### src/rtl/uart_brk_rx_pkg.sv
package uart_brk_rx_pkg;

    typedef enum logic [2:0] {
        ST_IDLE,
        ST_START,
        ST_DATA,
        ST_PAR,
        ST_STOP,
        ST_BRKWAIT
    } rx_state_e;

    typedef struct packed {
        logic perr;
        logic ferr;
        logic brk;
    } rx_flags_t;

endpackage

### src/rtl/uart_brk_rx_sync.sv
module uart_brk_rx_sync #(
    parameter int STAGES = 2
) (
    input  logic clk_i,
    input  logic rst_ni,
    input  logic d_i,
    output logic q_o
);
    logic [STAGES-1:0] chain_d, chain_q;

    always_comb begin
        chain_d = {chain_q[STAGES-2:0], d_i};
    end

    always_ff @(posedge clk_i or negedge rst_ni) begin
        if (!rst_ni) chain_q <= '1;
        else         chain_q <= chain_d;
    end

    assign q_o = chain_q[STAGES-1];
endmodule

### src/rtl/uart_brk_rx_parity.sv
module uart_brk_rx_parity #(
    parameter int WIDTH = 8
) (
    input  logic [WIDTH-1:0] data_i,
    input  logic             odd_i,
    output logic             exp_o
);
    // expected parity bit: makes the total count of ones even (or odd)
    assign exp_o = (^data_i) ^ odd_i;
endmodule

### src/rtl/uart_brk_rx_fsm.sv
module uart_brk_rx_fsm
    import uart_brk_rx_pkg::*;
#(
    parameter int DATA_BITS = 8,
    parameter int OVS       = 16
) (
    input  logic                 clk_i,
    input  logic                 rst_ni,
    input  logic                 tick_i,
    input  logic                 rx_i,
    input  logic                 par_en_i,
    input  logic                 exp_par_i,
    output logic [DATA_BITS-1:0] shift_o,
    output logic                 valid_o,
    output logic [DATA_BITS-1:0] data_o,
    output rx_flags_t            flags_o
);
    localparam int CNT_W = $clog2(OVS);
    localparam int BIT_W = (DATA_BITS > 1) ? $clog2(DATA_BITS) : 1;
    localparam logic [CNT_W-1:0] MID_CNT  = CNT_W'(OVS / 2 - 1);
    localparam logic [CNT_W-1:0] LAST_CNT = CNT_W'(OVS - 1);
    localparam logic [BIT_W-1:0] LAST_BIT = BIT_W'(DATA_BITS - 1);

    typedef struct packed {
        rx_state_e            state;
        logic [CNT_W-1:0]     cnt;
        logic [BIT_W-1:0]     bidx;
        logic [DATA_BITS-1:0] shift;
        logic                 par_bit;
        logic                 zeros;
        logic                 prev;
        logic                 valid;
        logic [DATA_BITS-1:0] data;
        rx_flags_t            flags;
    } fsm_t;

    fsm_t st_d, st_q;
    logic brk_now;

    always_comb begin
        st_d       = st_q;
        st_d.valid = 1'b0;
        brk_now    = st_q.zeros & ~rx_i;
        if (tick_i) begin
            unique case (st_q.state)
                ST_IDLE: begin
                    st_d.prev = rx_i;
                    if (st_q.prev && !rx_i) begin
                        st_d.state = ST_START;
                        st_d.cnt   = '0;
                    end
                end
                ST_START: begin
                    if (st_q.cnt == MID_CNT) begin
                        st_d.cnt = '0;
                        if (!rx_i) begin
                            st_d.state = ST_DATA;
                            st_d.bidx  = '0;
                            st_d.zeros = 1'b1;
                        end else begin
                            st_d.state = ST_IDLE;
                            st_d.prev  = 1'b1;
                        end
                    end else begin
                        st_d.cnt = st_q.cnt + 1'b1;
                    end
                end
                ST_DATA: begin
                    if (st_q.cnt == LAST_CNT) begin
                        st_d.cnt   = '0;
                        st_d.shift = {rx_i, st_q.shift[DATA_BITS-1:1]};
                        st_d.zeros = st_q.zeros & ~rx_i;
                        if (st_q.bidx == LAST_BIT) begin
                            st_d.state = par_en_i ? ST_PAR : ST_STOP;
                        end else begin
                            st_d.bidx = st_q.bidx + 1'b1;
                        end
                    end else begin
                        st_d.cnt = st_q.cnt + 1'b1;
                    end
                end
                ST_PAR: begin
                    if (st_q.cnt == LAST_CNT) begin
                        st_d.cnt     = '0;
                        st_d.par_bit = rx_i;
                        st_d.zeros   = st_q.zeros & ~rx_i;
                        st_d.state   = ST_STOP;
                    end else begin
                        st_d.cnt = st_q.cnt + 1'b1;
                    end
                end
                ST_STOP: begin
                    if (st_q.cnt == LAST_CNT) begin
                        st_d.cnt        = '0;
                        st_d.valid      = 1'b1;
                        st_d.data       = st_q.shift;
                        st_d.flags.ferr = ~rx_i;
                        st_d.flags.brk  = brk_now;
                        st_d.flags.perr = par_en_i & ~brk_now
                                          & (st_q.par_bit ^ exp_par_i);
                        if (brk_now) begin
                            st_d.state = ST_BRKWAIT;
                        end else if (!rx_i) begin
                            // low stop sample doubles as the next start bit
                            st_d.state = ST_DATA;
                            st_d.bidx  = '0;
                            st_d.zeros = 1'b1;
                        end else begin
                            st_d.state = ST_IDLE;
                            st_d.prev  = 1'b1;
                        end
                    end else begin
                        st_d.cnt = st_q.cnt + 1'b1;
                    end
                end
                ST_BRKWAIT: begin
                    if (rx_i) begin
                        st_d.state = ST_IDLE;
                        st_d.prev  = 1'b1;
                    end
                end
                default: st_d.state = ST_IDLE;
            endcase
        end
    end

    always_ff @(posedge clk_i or negedge rst_ni) begin
        if (!rst_ni) begin
            st_q         <= '0;
            st_q.state   <= ST_IDLE;
            st_q.prev    <= 1'b1;
        end else begin
            st_q <= st_d;
        end
    end

    assign shift_o = st_q.shift;
    assign valid_o = st_q.valid;
    assign data_o  = st_q.data;
    assign flags_o = st_q.flags;
endmodule

### src/rtl/uart_brk_rx.sv
module uart_brk_rx
    import uart_brk_rx_pkg::*;
#(
    parameter int DATA_BITS   = 8,
    parameter int OVS         = 16,
    parameter int SYNC_STAGES = 2
) (
    input  logic                 clk_i,
    input  logic                 rst_ni,
    input  logic                 tick_i,
    input  logic                 rxd_i,
    input  logic                 par_en_i,
    input  logic                 par_odd_i,
    output logic                 valid_o,
    output logic [DATA_BITS-1:0] data_o,
    output logic                 perr_o,
    output logic                 ferr_o,
    output logic                 brk_o
);
    logic                 rx_s;
    logic                 exp_par;
    logic [DATA_BITS-1:0] shift;
    rx_flags_t            flags;

    uart_brk_rx_sync #(.STAGES(SYNC_STAGES)) u_sync (
        .clk_i  (clk_i),
        .rst_ni (rst_ni),
        .d_i    (rxd_i),
        .q_o    (rx_s)
    );

    uart_brk_rx_parity #(.WIDTH(DATA_BITS)) u_par (
        .data_i (shift),
        .odd_i  (par_odd_i),
        .exp_o  (exp_par)
    );

    uart_brk_rx_fsm #(.DATA_BITS(DATA_BITS), .OVS(OVS)) u_fsm (
        .clk_i     (clk_i),
        .rst_ni    (rst_ni),
        .tick_i    (tick_i),
        .rx_i      (rx_s),
        .par_en_i  (par_en_i),
        .exp_par_i (exp_par),
        .shift_o   (shift),
        .valid_o   (valid_o),
        .data_o    (data_o),
        .flags_o   (flags)
    );

    assign perr_o = flags.perr;
    assign ferr_o = flags.ferr;
    assign brk_o  = flags.brk;
endmodule

### config.mk
export PLATFORM = sky130hd
export DESIGN_NAME = uart_brk_rx
export DESIGN_NICKNAME = d
export VERILOG_FILES = /design/src/rtl/uart_brk_rx_pkg.sv /design/src/rtl/uart_brk_rx_sync.sv /design/src/rtl/uart_brk_rx_parity.sv /design/src/rtl/uart_brk_rx_fsm.sv /design/src/rtl/uart_brk_rx.sv
export SDC_FILE = /design/constraint.sdc
export NUM_CORES = 1
export LEC_CHECK = 0
export BUFFER_PORTS_ARGS = -buffer_cell sky130_fd_sc_hd__buf_4
export CORE_UTILIZATION = 63
export DETAILED_ROUTE_END_ITERATION = 12
export GPL_ROUTABILITY_DRIVEN = 0
export PLACE_DENSITY = 0.81
export SETUP_SLACK_MARGIN = 0.3
export SLEW_MARGIN = 20
export SYNTH_ARGS = -nofsm -noshare
export SYNTH_HDL_FRONTEND = slang
export SYNTH_SLANG_ARGS = --single-unit
export TNS_END_PERCENT = 50
### constraint.sdc
create_clock -name clk_i -period 2.58 [get_ports clk_i]
set_input_delay 0.258 -clock clk_i [delete_from_list [all_inputs] [get_ports clk_i]]
set_output_delay 0.258 -clock clk_i [all_outputs]
set_load 0.03 [all_outputs]
# Word level (Yosys, flattened, before mapping)
# Cells that the tools add are included.
[word_totals] out_inout_bits=12 reg_bits=35 in_bits=6
[op_classes] eq_ne=17 n_reduce_logical=17 n_mux=32 bitwise=7 n_addsub=2
[ops] cell="$mux W3" count=13
[ops] cell="$mux W12" count=2
[ops] cell="$pmux W3 S6" count=1
[ops] cell="$mux W14" count=1
[ops] cell="$reduce_and A7 Y1" count=2
[ops] cell="$ne A2 B1 Y1 const B" count=6
[ops] cell="$pmux W4 S3" count=1
[ops] cell="$reduce_and A3 Y1" count=4
[ops] cell="$mux W11" count=1
[ops] cell="$eq A3 B3 Y1 const B" count=3
[ops] cell="$pmux W3 S3" count=1
[ops] cell="$mux W4" count=2
[ops] cell="$pmux W1 S4" count=2
[ops] cell="$reduce_and A8 Y1" count=1
[ops] cell="$reduce_bool A4 Y1" count=2
[ops] cell="$reduce_xor A8 Y1" count=1
[ops] cell="$mux W7" count=1
[ops] cell="$eq A3 B2 Y1 const B" count=2
[ops] cell="$mux W2" count=3
[ops] cell="$ne A2 B2 Y1 const B" count=3
[ops] cell="$reduce_bool A3 Y1" count=2
[ops] cell="$reduce_and A5 Y1" count=1
[ops] cell="$add A4 B1 Y4 const B" count=1
[ops] cell="$eq A4 B3 Y1 const B" count=1
[ops] cell="11 further kinds" count=18

# Logic depth before layout (Yosys ltp)
# Gate-level depths: netlist (run 1).
[depth] word_depth=8 ltp_mapped=6

# Cells and area by module
# A second synthesis (run 1) with hierarchy kept.
[unflattened] cells_unflattened=184 hier_area_um2=2035.7
[modules_own_cells] mod="uart_brk_rx_fsm" instances=1 cells_each=175 area_each_um2=1900.6
[modules_own_cells] mod="uart_brk_rx_parity" instances=1 cells_each=7 area_each_um2=82.6
[modules_own_cells] mod="uart_brk_rx_sync" instances=1 cells_each=2 area_each_um2=52.6

# Worst setup path before layout (run 1)
# No wires, ideal clock.
[synth_timing] path_kind="reg-to-reg" start="register u_fsm.st_q[26] (netlist name)" end="register u_fsm.st_q[32] (netlist name)" stages_incl_launch_ff=6 t_arrival_ps=1587 slack_ps=872 path_cell_list="dfrtp_1 -> ha_1 -> and3_1 -> a221oi_1 -> a211oi_2 -> a22o_1"
[synth_between] elab_chain_len=3
[synth_lines] element="start: declaration" line="uart_brk_rx_fsm.sv:37" source="fsm_t st_d, st_q;"
[synth_lines] element="start signal: assignment" line="uart_brk_rx_fsm.sv:133" source="st_q <= st_d;"
[synth_lines] element="$eq A4 B4 Y1 / $eq A4 B3 Y1 (equally long branches)"
[synth_lines] element="$ne A2 B1 Y1 (no source line)"
[synth_lines] element="$reduce_and A8 Y1 (no source line) (*)"
# Every way passes the cells marked *; elsewhere a longest branch is shown, timed or not.
# A chain may end at the register's enable or synchronous reset.

# Final worst setup path (run 1)
[layout_timing] start="register u_fsm.st_q[30] (netlist name)" end="register u_fsm.st_q[23] (netlist name)"
[layout_between] elab_chain_len=3
[layout_lines] element="$eq A3 B2 Y1 (tied with other cells)" line="uart_brk_rx_fsm.sv:45" source="unique case (st_q.state)"
[layout_lines] element="$ne A2 B2 Y1 (no source line) (tied with other cells)"
[layout_lines] element="$reduce_and A7 Y1 (no source line)"
# Several ways; a longest one is shown, not always the timed one.

==> results of run 1 <==
## per-stage QoR
step | util, % | setup WS [ns] | hold WS [ns] | std cells
after CTS | 72.0 | 0.563 | 0.00841 | 210
after detailed placement | 69.7 | 0.561 | 0.224 | 201
final | 72.3 | 0.539 | 0.187 | 211
after global placement | 69.7 | 0.637 | 0.219 | 201
after global routing | 72.3 | 0.382 | 0.172 | 211
after floorplan | - | 0.872 | -0.0376 | 169
## final cells by class
class / count / area, um2 / area share (%)
clock buffer: 6 / 41.3 / 2.03
clock inverter: 2 / 12.5 / 0.617
inverter: 7 / 26.3 / 1.29
multi-input combinational: 111 / 883 / 43.5
sequential: 35 / 880 / 43.3
tap: 31 / 38.8 / 1.91
timing repair buffer: 19 / 148 / 7.27
## repair_timing
action / 4_1_cts / 5_1_grt
resized for setup: 0 / 0
hold buffers: 1 / 1
endpoints found under the hold margin: 32 / 1
## how the worst min path moves through the flow
| stage | start | end | depth (start not counted) |
|---|---|---|---|
| 2_1_floorplan | rst_ni | u_fsm.data_o[0]$_DFFE_PN0P_ | 0 |
| 3_3_place_gp | rst_ni | u_fsm.st_q[29]$_DFFE_PN0P_ | 1 |
| 3_5_place_dp | rst_ni | u_fsm.st_q[29]$_DFFE_PN0P_ | 1 |
| 4_1_cts | rxd_i | u_sync.chain_q[0]$_DFF_PN1_ | 1 |
| 5_1_grt | par_en_i | u_fsm.flags_o[2]$_DFFE_PN0P_ | 3 |
| 6_report | par_en_i | u_fsm.flags_o[2]$_DFFE_PN0P_ | 3 |
## cell usage in the layout, fill, tap and decap left out, drive strengths merged, types with 3 or more instances in the layout
cell type / instances
clkbuf: 6
nand4: 3
mux2i: 4
nand2: 10
xnor2: 7
dfstp: 3
nor2b: 4
and3: 3
o21ai: 11
buf: 17
inv: 7
ha: 3
nand2b: 3
dfrtp: 32
nor2: 5
nor3: 3
mux2: 17
## kinds of logic after synthesis
logic type / synth area share, %
xor+xnor: 5.36
fa+ha+maj: 1.99
compound gates: 14.2
simple gates: 12.9
flops: 46.6
buf+inv: 6.69
mux: 12.3
## worst max-delay path: cells and delay by family (launching register included)
kind | cells | cell delay, ns
multiplexers | 1 | 0.36
XOR/XNOR | 1 | 0.24
flip-flops | 1 | 0.71
AO/OA/AOI/OAI | 2 | 0.61
## state kept, by name, indices dropped and copies added (netlist names)
signal and cells:
u_fsm.shift_o 8, u_fsm.st_q 13, u_fsm.data_o 8, u_fsm.flags_o 3
u_fsm.valid_o 1, u_sync.chain_q 2
## metal layers
| layer | global-route usage, % | vias to the layer above | share of wire, % | wire [um] |
|---|---|---|---|---|
| met5 | 0 | - | 0 | 0 |
| met4 | 9.76 | 0 | 1.7 | 63 |
| met3 | 7.37 | 8 | 7.3 | 263 |
| met2 | 41.2 | 57 | 49 | 1780 |
| met1 | 31.8 | 648 | 42 | 1500 |
| li1 | - | 629 | - | - |
## power breakdown
part	internal, mW	switching, mW	total, mW
clock	0.105	0.179	0.284
combinational	0.243	0.306	0.549
sequential	0.637	0.149	0.786
==> metrics.cfg, run 1 <==
[timing]
skew_ns = 0.00380
hold_viol = 0
setup_tns_ns = 0
worst_slew_pin_slew_ns = 0.596
timing.final.crit_period_ns = 2.04
rsz0062_at_grt = no
setup_viol = 0
max_slew_margin_pct = 60.0
post-route-period-util_pct = 79.1
max_freq_mhz = 490
drv_slew = 0

[critical_path]
end_kind = register
max_stage_delay_ns = 0.71
regToRegEndpoint = u_fsm.st_q[23]$_DFFE_PN0P_
crit_chain = xnor2_1, a311o_1, o211ai_2, mux2_2
critPathKind = reg -> reg
r2r-start = u_fsm.st_q[30]$_DFFE_PN0P_
cp-start-kind = register
ff2ff_setup_slack_ns = 0.54
crit_end = u_fsm.st_q[23]$_DFFE_PN0P_
reg2reg_depth = 4
worstPathRequired_ns = 2.81
worstSetupStartpoint = u_fsm.st_q[30]$_DFFE_PN0P_
crit_slowest_cell = dfrtp_1
path_max_fanout = 17
cp.arrival_ns = 2.27

[floorplan]
die_w_um = 56.8
start_util_pct = 67.4
core_um2 = 2810
rows = 19
dieArea_um2 = 3220
die_h_um = 56.8
io_pins = 18

[synth]
yosysSeqAreaShare_pct = 46.6
synth.ff_latch_count = 35
synth.top_cells.by_count = dfrtp_1, mux2_2, nand2_1, o21ai_0, buf_4
synthFlopType = dfrtp_1
synth.top_cell.area_share_pct = 42.4
synth-edff-count = 0
synth_cells = 169
ys_types = 52
syn_area_um2 = 1890
netlist_top_cells_area = dfrtp_1, mux2_2, dfstp_2, xnor2_1, buf_4
syn_area_per_cell_um2 = 11.2
synth.most_common_cell = dfrtp_1
synth_top_cell_by_area = dfrtp_1
ys_warn_count = 0
async_reset_ff_share_pct = 100
syn_nets = 178

[detailed_routing]
drt-initial-drc-count = 79
routed_wl_mm = 3.60
vias = 1342
avgViaCountPerCell = 6.36
postRouteAntennaNets = 0
post-route-drc-count = 2
wl_per_cell_um = 17.1
drtPass1Iterations = 8

[clock_network]
clockBufferDepth = 2
post-cts-setup-buffers = 0
cts.htree.levels = 2
clock_sinks = 35
path_clk_slew_ns = 0.10
cts_buffers = 5
cts_tree = done
clock-root-buffer = clkbuf_4
clk_latency_ns = 0.34

[global_route]
grt_overflow = 0
grt_pass1_vias = 1263
grt_pass1_wl_mm = 6.01
grt_max_degree = 36
track_usage_pct = 25.2
antenna_found_initial = 0

[run]
drv_cap = 0

[finish]
nets = 188
design_area_um2 = 2030
layout-drive-gt1-share_pct = 27.2
antennaDiodeCount = 0
syn_to_final_growth_pct = 7.42
fillers = 212

[power]
power.total_mw = 1.62
ir_drop_uv = 441
powerDensity_nw_per_um2 = 798
p_leak_nw = 0.961

[placement]
hpwl_mm = 2.60
io_buffers = 17
place_area_um2 = 1960

[run_status]
violations = design-rule violations
status = complete, but fails checks

[worst_hold_path]
hp-class = in -> reg

Power figures use the tool's default switching activity.
==> run 2: changes to the inputs <==
--- a/config.mk
+++ b/config.mk
@@ -6,10 +6,10 @@
 export NUM_CORES = 1
 export LEC_CHECK = 0
 export BUFFER_PORTS_ARGS = -buffer_cell sky130_fd_sc_hd__buf_4
-export CORE_UTILIZATION = 63
+export CORE_UTILIZATION = 58
 export DETAILED_ROUTE_END_ITERATION = 12
 export GPL_ROUTABILITY_DRIVEN = 0
-export PLACE_DENSITY = 0.81
+export PLACE_DENSITY = 0.75
 export SETUP_SLACK_MARGIN = 0.3
 export SLEW_MARGIN = 20
 export SYNTH_ARGS = -nofsm -noshare
==> constraint.sdc (replaced) <==
create_clock -name clk_i -period 2.05 [get_ports clk_i]
set_input_delay 0.205 -clock clk_i [delete_from_list [all_inputs] [get_ports clk_i]]
set_output_delay 0.205 -clock clk_i [all_outputs]
set_load 0.03 [all_outputs]
==> metrics.cfg, run 2 (synthesized netlist as in run 1, its figures left out) <==
[critical_path]
cp-start-kind = register
ff2ff_setup_slack_ns = 0.22  ; -0.32 ns
reg2reg_depth = 4  ; unchanged
regToRegEndpoint = u_fsm.st_q[32]$_DFFE_PN0P_
worstSetupStartpoint = u_fsm.st_q[30]$_DFFE_PN0P_
critPathKind = reg -> reg
crit_end = u_fsm.st_q[32]$_DFFE_PN0P_
path_max_fanout = 5  ; -12
worstPathRequired_ns = 2.30  ; -0.51 ns
r2r-start = u_fsm.st_q[30]$_DFFE_PN0P_
end_kind = register
cp.arrival_ns = 2.08  ; -0.19 ns

[finish]
layoutNonFillerInstCount = 248  ; +18%
final_util_pct = 76.1  ; +3.8 points
fillers = 198  ; -6.6%
largest_reg_flops = 13  ; unchanged
final_cell_mix = buf_4, dfrtp_1, mux2_2
antennaDiodeCount = 0  ; unchanged
mostFrequentLayoutCell = buf_4
syn_to_final_growth_pct = 24.0
multiInputGateArea_um2 = 977  ; +11%
max_flop_register = u_fsm.st_q
layout-drive-gt1-share_pct = 45.1  ; +18 points
nets = 212  ; +13%
final-seq-area_um2 = 885  ; +0.57%

[power]
comb_power_share_pct = 45.6  ; +12 points
power_switching_mw = 0.984  ; +55%
powerDensity_nw_per_um2 = 1070  ; +34%
internal_power_mw = 1.51  ; +54%
ir_drop_uv = 599  ; +36%
p_leak_nw = 1.09  ; +14%
pwr-share-clk_pct = 14.9  ; -2.7 points
p_seq_share_pct = 39.5  ; -9.0 points
switching_share_pct = 39.4  ; +0.21 points

[floorplan]
io_pins = 18  ; unchanged
dieArea_um2 = 3490  ; +8.3%
start_util_pct = 61.4  ; -6.0 points
rows = 20  ; +1
die_h_um = 59.1  ; +4.1%
core_um2 = 3080  ; +9.7%
die_w_um = 59.1  ; +4.1%

[detailed_routing]
vias = 1501  ; +12%
avgViaCountPerCell = 6.05  ; -4.8%
post-route-drc-count = 0  ; -2
postRouteAntennaNets = 0  ; unchanged
wl_per_cell_um = 16.8  ; -1.7%
drt-initial-drc-count = 113  ; +43%
routed_wl_mm = 4.16  ; +15%
drtPass1Iterations = 4  ; -4

[placement]
io_buffers = 17  ; unchanged
hpwl_mm = 2.47  ; -4.9%
place_inst = 219  ; +9.0%

[clock_network]
clk_latency_ns = 0.35  ; about the same
cts_tree = done
path_clk_slew_ns = 0.11  ; about the same
clock_sinks = 35  ; unchanged
clock-root-buffer = clkbuf_4
clockBufferDepth = 2  ; unchanged
cts.htree.levels = 2  ; unchanged
cts_buffers = 5  ; unchanged

[global_route]
track_usage_pct = 23.6  ; -1.6 points
grt_pass1_vias = 1310  ; +3.7%
grt_overflow = 0  ; unchanged
grt_max_degree = 36  ; unchanged
antenna_found_initial = 0  ; unchanged
grt_pass1_wl_mm = 6.03  ; +0.35%

[worst_hold_path]
hp-class = in -> reg
worstHoldStart = par_en_i

[run_status]
status = completed

[timing]
setup_tns_ns = 0  ; unchanged
hold_viol = 0  ; unchanged
skew_ns = 0.00981  ; +0.00601 ns
max_slew_margin_pct = 70.5  ; +11 points
max_freq_mhz = 545  ; +11%
post-route-period-util_pct = 89.5  ; +10 points
drv_slew = 0  ; unchanged
timing.final.crit_period_ns = 1.83  ; -0.207 ns
worst_slew_pin_slew_ns = 0.442  ; -0.154 ns
setup_viol = 0  ; unchanged
whs_ns = 0.129  ; -0.0584 ns
rsz0062_at_grt = yes

[run]
drv_cap = 0  ; unchanged

-- run 2: cell type report --
| class | count | area share (%) |
|---|---|---|
| multi-input combinational | 111 | 41.7 |
| clock buffer | 5 | 1.60 |
| timing repair buffer | 43 | 14.6 |
| inverter | 7 | 1.12 |
| clock inverter | 3 | 0.854 |
| sequential | 35 | 37.7 |
| tap | 44 | 2.35 |
-- run 2: critical path: stages, from the launching register on --
cell	delay, ns
dfrtp_2	0.49
xnor2_1	0.34
a311o_1	0.31
or3b_1	0.40
a22o_1	0.19
-- run 2: layer usage --
| metal | GRT usage [%] | vias to the layer above | routed length [um] |
|---|---|---|---|
| li1 | - | 684 | - |
| met1 | 32.3 | 722 | 1710 |
| met2 | 35.9 | 76 | 2000 |
| met3 | 6.55 | 19 | 309 |
| met4 | 8.84 | 0 | 138 |
| met5 | 0 | - | 0 |
-- run 2: how the worst min path moves through the flow --
stage / endpoint / depth (start not counted)
after floorplan: u_fsm.data_o[0]$_DFFE_PN0P_ / 0
after global placement: u_fsm.st_q[31]$_DFFE_PN0P_ / 1
after detailed placement: u_fsm.st_q[31]$_DFFE_PN0P_ / 1
after CTS: u_fsm.flags_o[2]$_DFFE_PN0P_ / 3
after global routing: u_fsm.flags_o[2]$_DFFE_PN0P_ / 3
final: u_fsm.flags_o[2]$_DFFE_PN0P_ / 3
-- run 2: timing repair --
| action | in CTS | in global routing |
|---|---|---|
| buffers inserted | 6 | 13 |
| gates resized for setup | 9 | 22 |
| hold buffers | 2 | 0 |
| setup endpoints to repair | 16 | 17 |
| endpoints found under the hold margin | 33 | 0 |
| pin swaps | 3 | 9 |
| gates cloned | 0 | 0 |
-- run 2: per-stage QoR --
stage / setup slack (ns) / total power, mW / area (um2)
finish: 0.216 / 2.50 / 2340
global route: 0.171 / 2.64 / 2340
CTS: 0.309 / 2.17 / 2160
detailed placement: 0.178 / 1.68 / 2010
global placement: 0.244 / 1.65 / 2010
floorplan: 0.342 / 1.51 / 1890
-- run 2: power groups by stage --
| stage | Clock [mW] | Combinational [mW] | Sequential (mW) |
|---|---|---|---|
| 6_report | 0.373 | 1.14 | 0.987 |
| 3_3_place_gp | 0 | 0.685 | 0.965 |
| 5_1_grt | 0.411 | 1.23 | 0.999 |
| 4_1_cts | 0.383 | 0.832 | 0.955 |
| 2_1_floorplan | 0 | 0.616 | 0.892 |
| 3_5_place_dp | 0 | 0.701 | 0.977 |
==> run 3: changes to the inputs <==
--- a/config.mk
+++ b/config.mk
@@ -7,6 +7,7 @@
 export LEC_CHECK = 0
 export BUFFER_PORTS_ARGS = -buffer_cell sky130_fd_sc_hd__buf_4
 export CORE_UTILIZATION = 58
+export CTS_CLUSTER_SIZE = 14
 export DETAILED_ROUTE_END_ITERATION = 12
 export GPL_ROUTABILITY_DRIVEN = 0
 export PLACE_DENSITY = 0.75
==> constraint.sdc (replaced) <==
create_clock -name clk_i -period 2.05 [get_ports clk_i]
set_input_delay 0.41 -clock clk_i [delete_from_list [all_inputs] [get_ports clk_i]]
set_output_delay 0.41 -clock clk_i [all_outputs]
set_load 0.03 [all_outputs]
==> metrics.cfg, run 3 (synthesized netlist as in run 1, its figures left out) <==
[clock_network]
cts_tree = done
cts.htree.levels = 2  ; unchanged
path_clk_slew_ns = 0.11  ; about the same
clk_latency_ns = 0.35  ; about the same
clock_sinks = 35  ; unchanged
clock-root-buffer = clkbuf_4
clockBufferDepth = 2  ; unchanged
cts_buffers = 5  ; unchanged

[timing]
max_freq_mhz = 547  ; +0.29%
max_slew_margin_pct = 70.3  ; -0.28 points
rsz0062_at_grt = yes
timing.final.crit_period_ns = 1.83  ; -0.00537 ns
setup_viol = 0  ; unchanged
drv_slew = 0  ; unchanged
setup_tns_ns = 0  ; unchanged
worst_slew_pin_slew_ns = 0.446  ; +0.00421 ns
skew_ns = 0.00957  ; -0.000245 ns
whs_ns = -0.0138  ; -0.142 ns
hold_viol = 16  ; +16
post-route-period-util_pct = 89.2  ; -0.26 points

[floorplan]
die_w_um = 59.1  ; unchanged
dieArea_um2 = 3490  ; unchanged
core_um2 = 3080  ; unchanged
rows = 20  ; unchanged
die_h_um = 59.1  ; unchanged
start_util_pct = 61.4  ; unchanged
io_pins = 18  ; unchanged

[critical_path]
path_max_fanout = 5  ; unchanged
reg2reg_depth = 4  ; unchanged
regToRegEndpoint = u_fsm.st_q[32]$_DFFE_PN0P_
ff2ff_setup_slack_ns = 0.22  ; about the same
critPathKind = reg -> reg
worstPathRequired_ns = 2.30  ; about the same
cp-start-kind = register
end_kind = register
r2r-start = u_fsm.st_q[30]$_DFFE_PN0P_
cp.arrival_ns = 2.08  ; about the same

[global_route]
antenna_found_initial = 0  ; unchanged
grt_max_degree = 36  ; unchanged
grt_overflow = 0  ; unchanged
track_usage_pct = 23.6  ; unchanged
grt_pass1_wl_mm = 6.02  ; -0.23%
grt_pass1_vias = 1304  ; -0.46%

[run_status]
violations = negative hold slack
status = complete, but fails checks

[finish]
design_area_um2 = 2320  ; -0.85%
nets = 210  ; -0.94%
layout-drive-gt1-share_pct = 45.5  ; +0.45 points
mostFrequentLayoutCell = buf_4
max_flop_register = u_fsm.st_q
final_cell_mix = buf_4, dfrtp_1, mux2_2
antennaDiodeCount = 0  ; unchanged
syn_to_final_growth_pct = 23.0
largest_reg_flops = 13  ; unchanged
final_util_pct = 75.5  ; -0.65 points

[detailed_routing]
drt-initial-drc-count = 107  ; -5.3%
vias = 1485  ; -1.1%
postRouteAntennaNets = 0  ; unchanged
routed_wl_mm = 4.14  ; -0.41%
wl_per_cell_um = 16.8  ; +0.40%
avgViaCountPerCell = 6.04  ; -0.26%
drtPass1Iterations = 4  ; unchanged
post-route-drc-count = 0  ; unchanged

[worst_hold_path]
hp-class = in -> async

[power]
p_leak_nw = 1.08  ; -0.76%
power.total_mw = 2.50  ; about the same
ir_drop_uv = 600  ; about the same
powerDensity_nw_per_um2 = 1080  ; +0.90%

[placement]
io_buffers = 17  ; unchanged
hpwl_mm = 2.47  ; unchanged
place_area_um2 = 2010  ; unchanged

[run]
drv_cap = 0  ; unchanged

run 3: cell types whose count changed in the layout (fill, tap and decap cells not counted):
cell           previous run  this run
dlygate4sd3_1             2         0
run 3: worst max-delay path by stage:
stage               slack, ns                         end                  startpoint  depth (start not counted)
floorplan                0.34  u_fsm.st_q[32]$_DFFE_PN0P_  u_fsm.st_q[26]$_DFFE_PN0P_                          5
global placement         0.24  u_fsm.st_q[32]$_DFFE_PN0P_  u_fsm.st_q[26]$_DFFE_PN0P_                          5
detailed placement       0.18  u_fsm.st_q[23]$_DFFE_PN0P_  u_fsm.st_q[31]$_DFFE_PN0P_                          4
CTS                      0.31  u_fsm.st_q[23]$_DFFE_PN0P_  u_fsm.st_q[26]$_DFFE_PN0P_                          5
global route             0.17  u_fsm.st_q[32]$_DFFE_PN0P_  u_fsm.st_q[30]$_DFFE_PN0P_                          4
finish                   0.22  u_fsm.st_q[32]$_DFFE_PN0P_  u_fsm.st_q[30]$_DFFE_PN0P_                          4
run 3: critical path, cell delays in order (launching register included):
cell and delay, ns:
dfrtp_2 0.49, xnor2_1 0.34, a311o_1 0.31, or3b_1 0.40, a22o_1 0.19
run 3: per-stage QoR:
step	worst slack, ns	instances	hold WS [ns]
floorplan	0.342	169	0.114
global placement	0.244	219	0.347
detailed placement	0.178	219	0.347
CTS	0.309	233	0.00526
global route	0.171	246	0.0166
finish	0.221	246	-0.0138
run 3: metal layers:
layer  track usage, %  part of all wire (%)  vias to the layer above  routed length (um)
li1                 -                     -                      677                   -
met1             32.6                    42                      729                1760
met2             35.6                    49                       64                2030
met3             6.55                   6.1                       15                 254
met4             8.84                   2.3                        0                  94
met5                0                     0                        -                   0
run 3: repair_timing:
item | CTS | global route
buffers inserted | 6 | 13
pin swaps | 3 | 9
gates resized for setup | 9 | 22
cloned | 0 | 0
hold buffers | 0 | 0
setup endpoints to repair | 16 | 17
run 3: area by class of cell:
type                       count  area (um2)
multi-input combinational    111         977
clock buffer                   5        37.5
fill                         199         754
sequential                    35         885
clock inverter                 3        20.0
tap                           44        55.1
timing repair buffer          41         323
inverter                       7        26.3
run 3: power breakdown:
group | internal [mW] | switching [mW] | total (mW) | leakage [nW]
sequential | 0.809 | 0.178 | 0.987 | 0.458
combinational | 0.572 | 0.565 | 1.14 | 0.600
clock | 0.131 | 0.243 | 0.374 | 0.0272
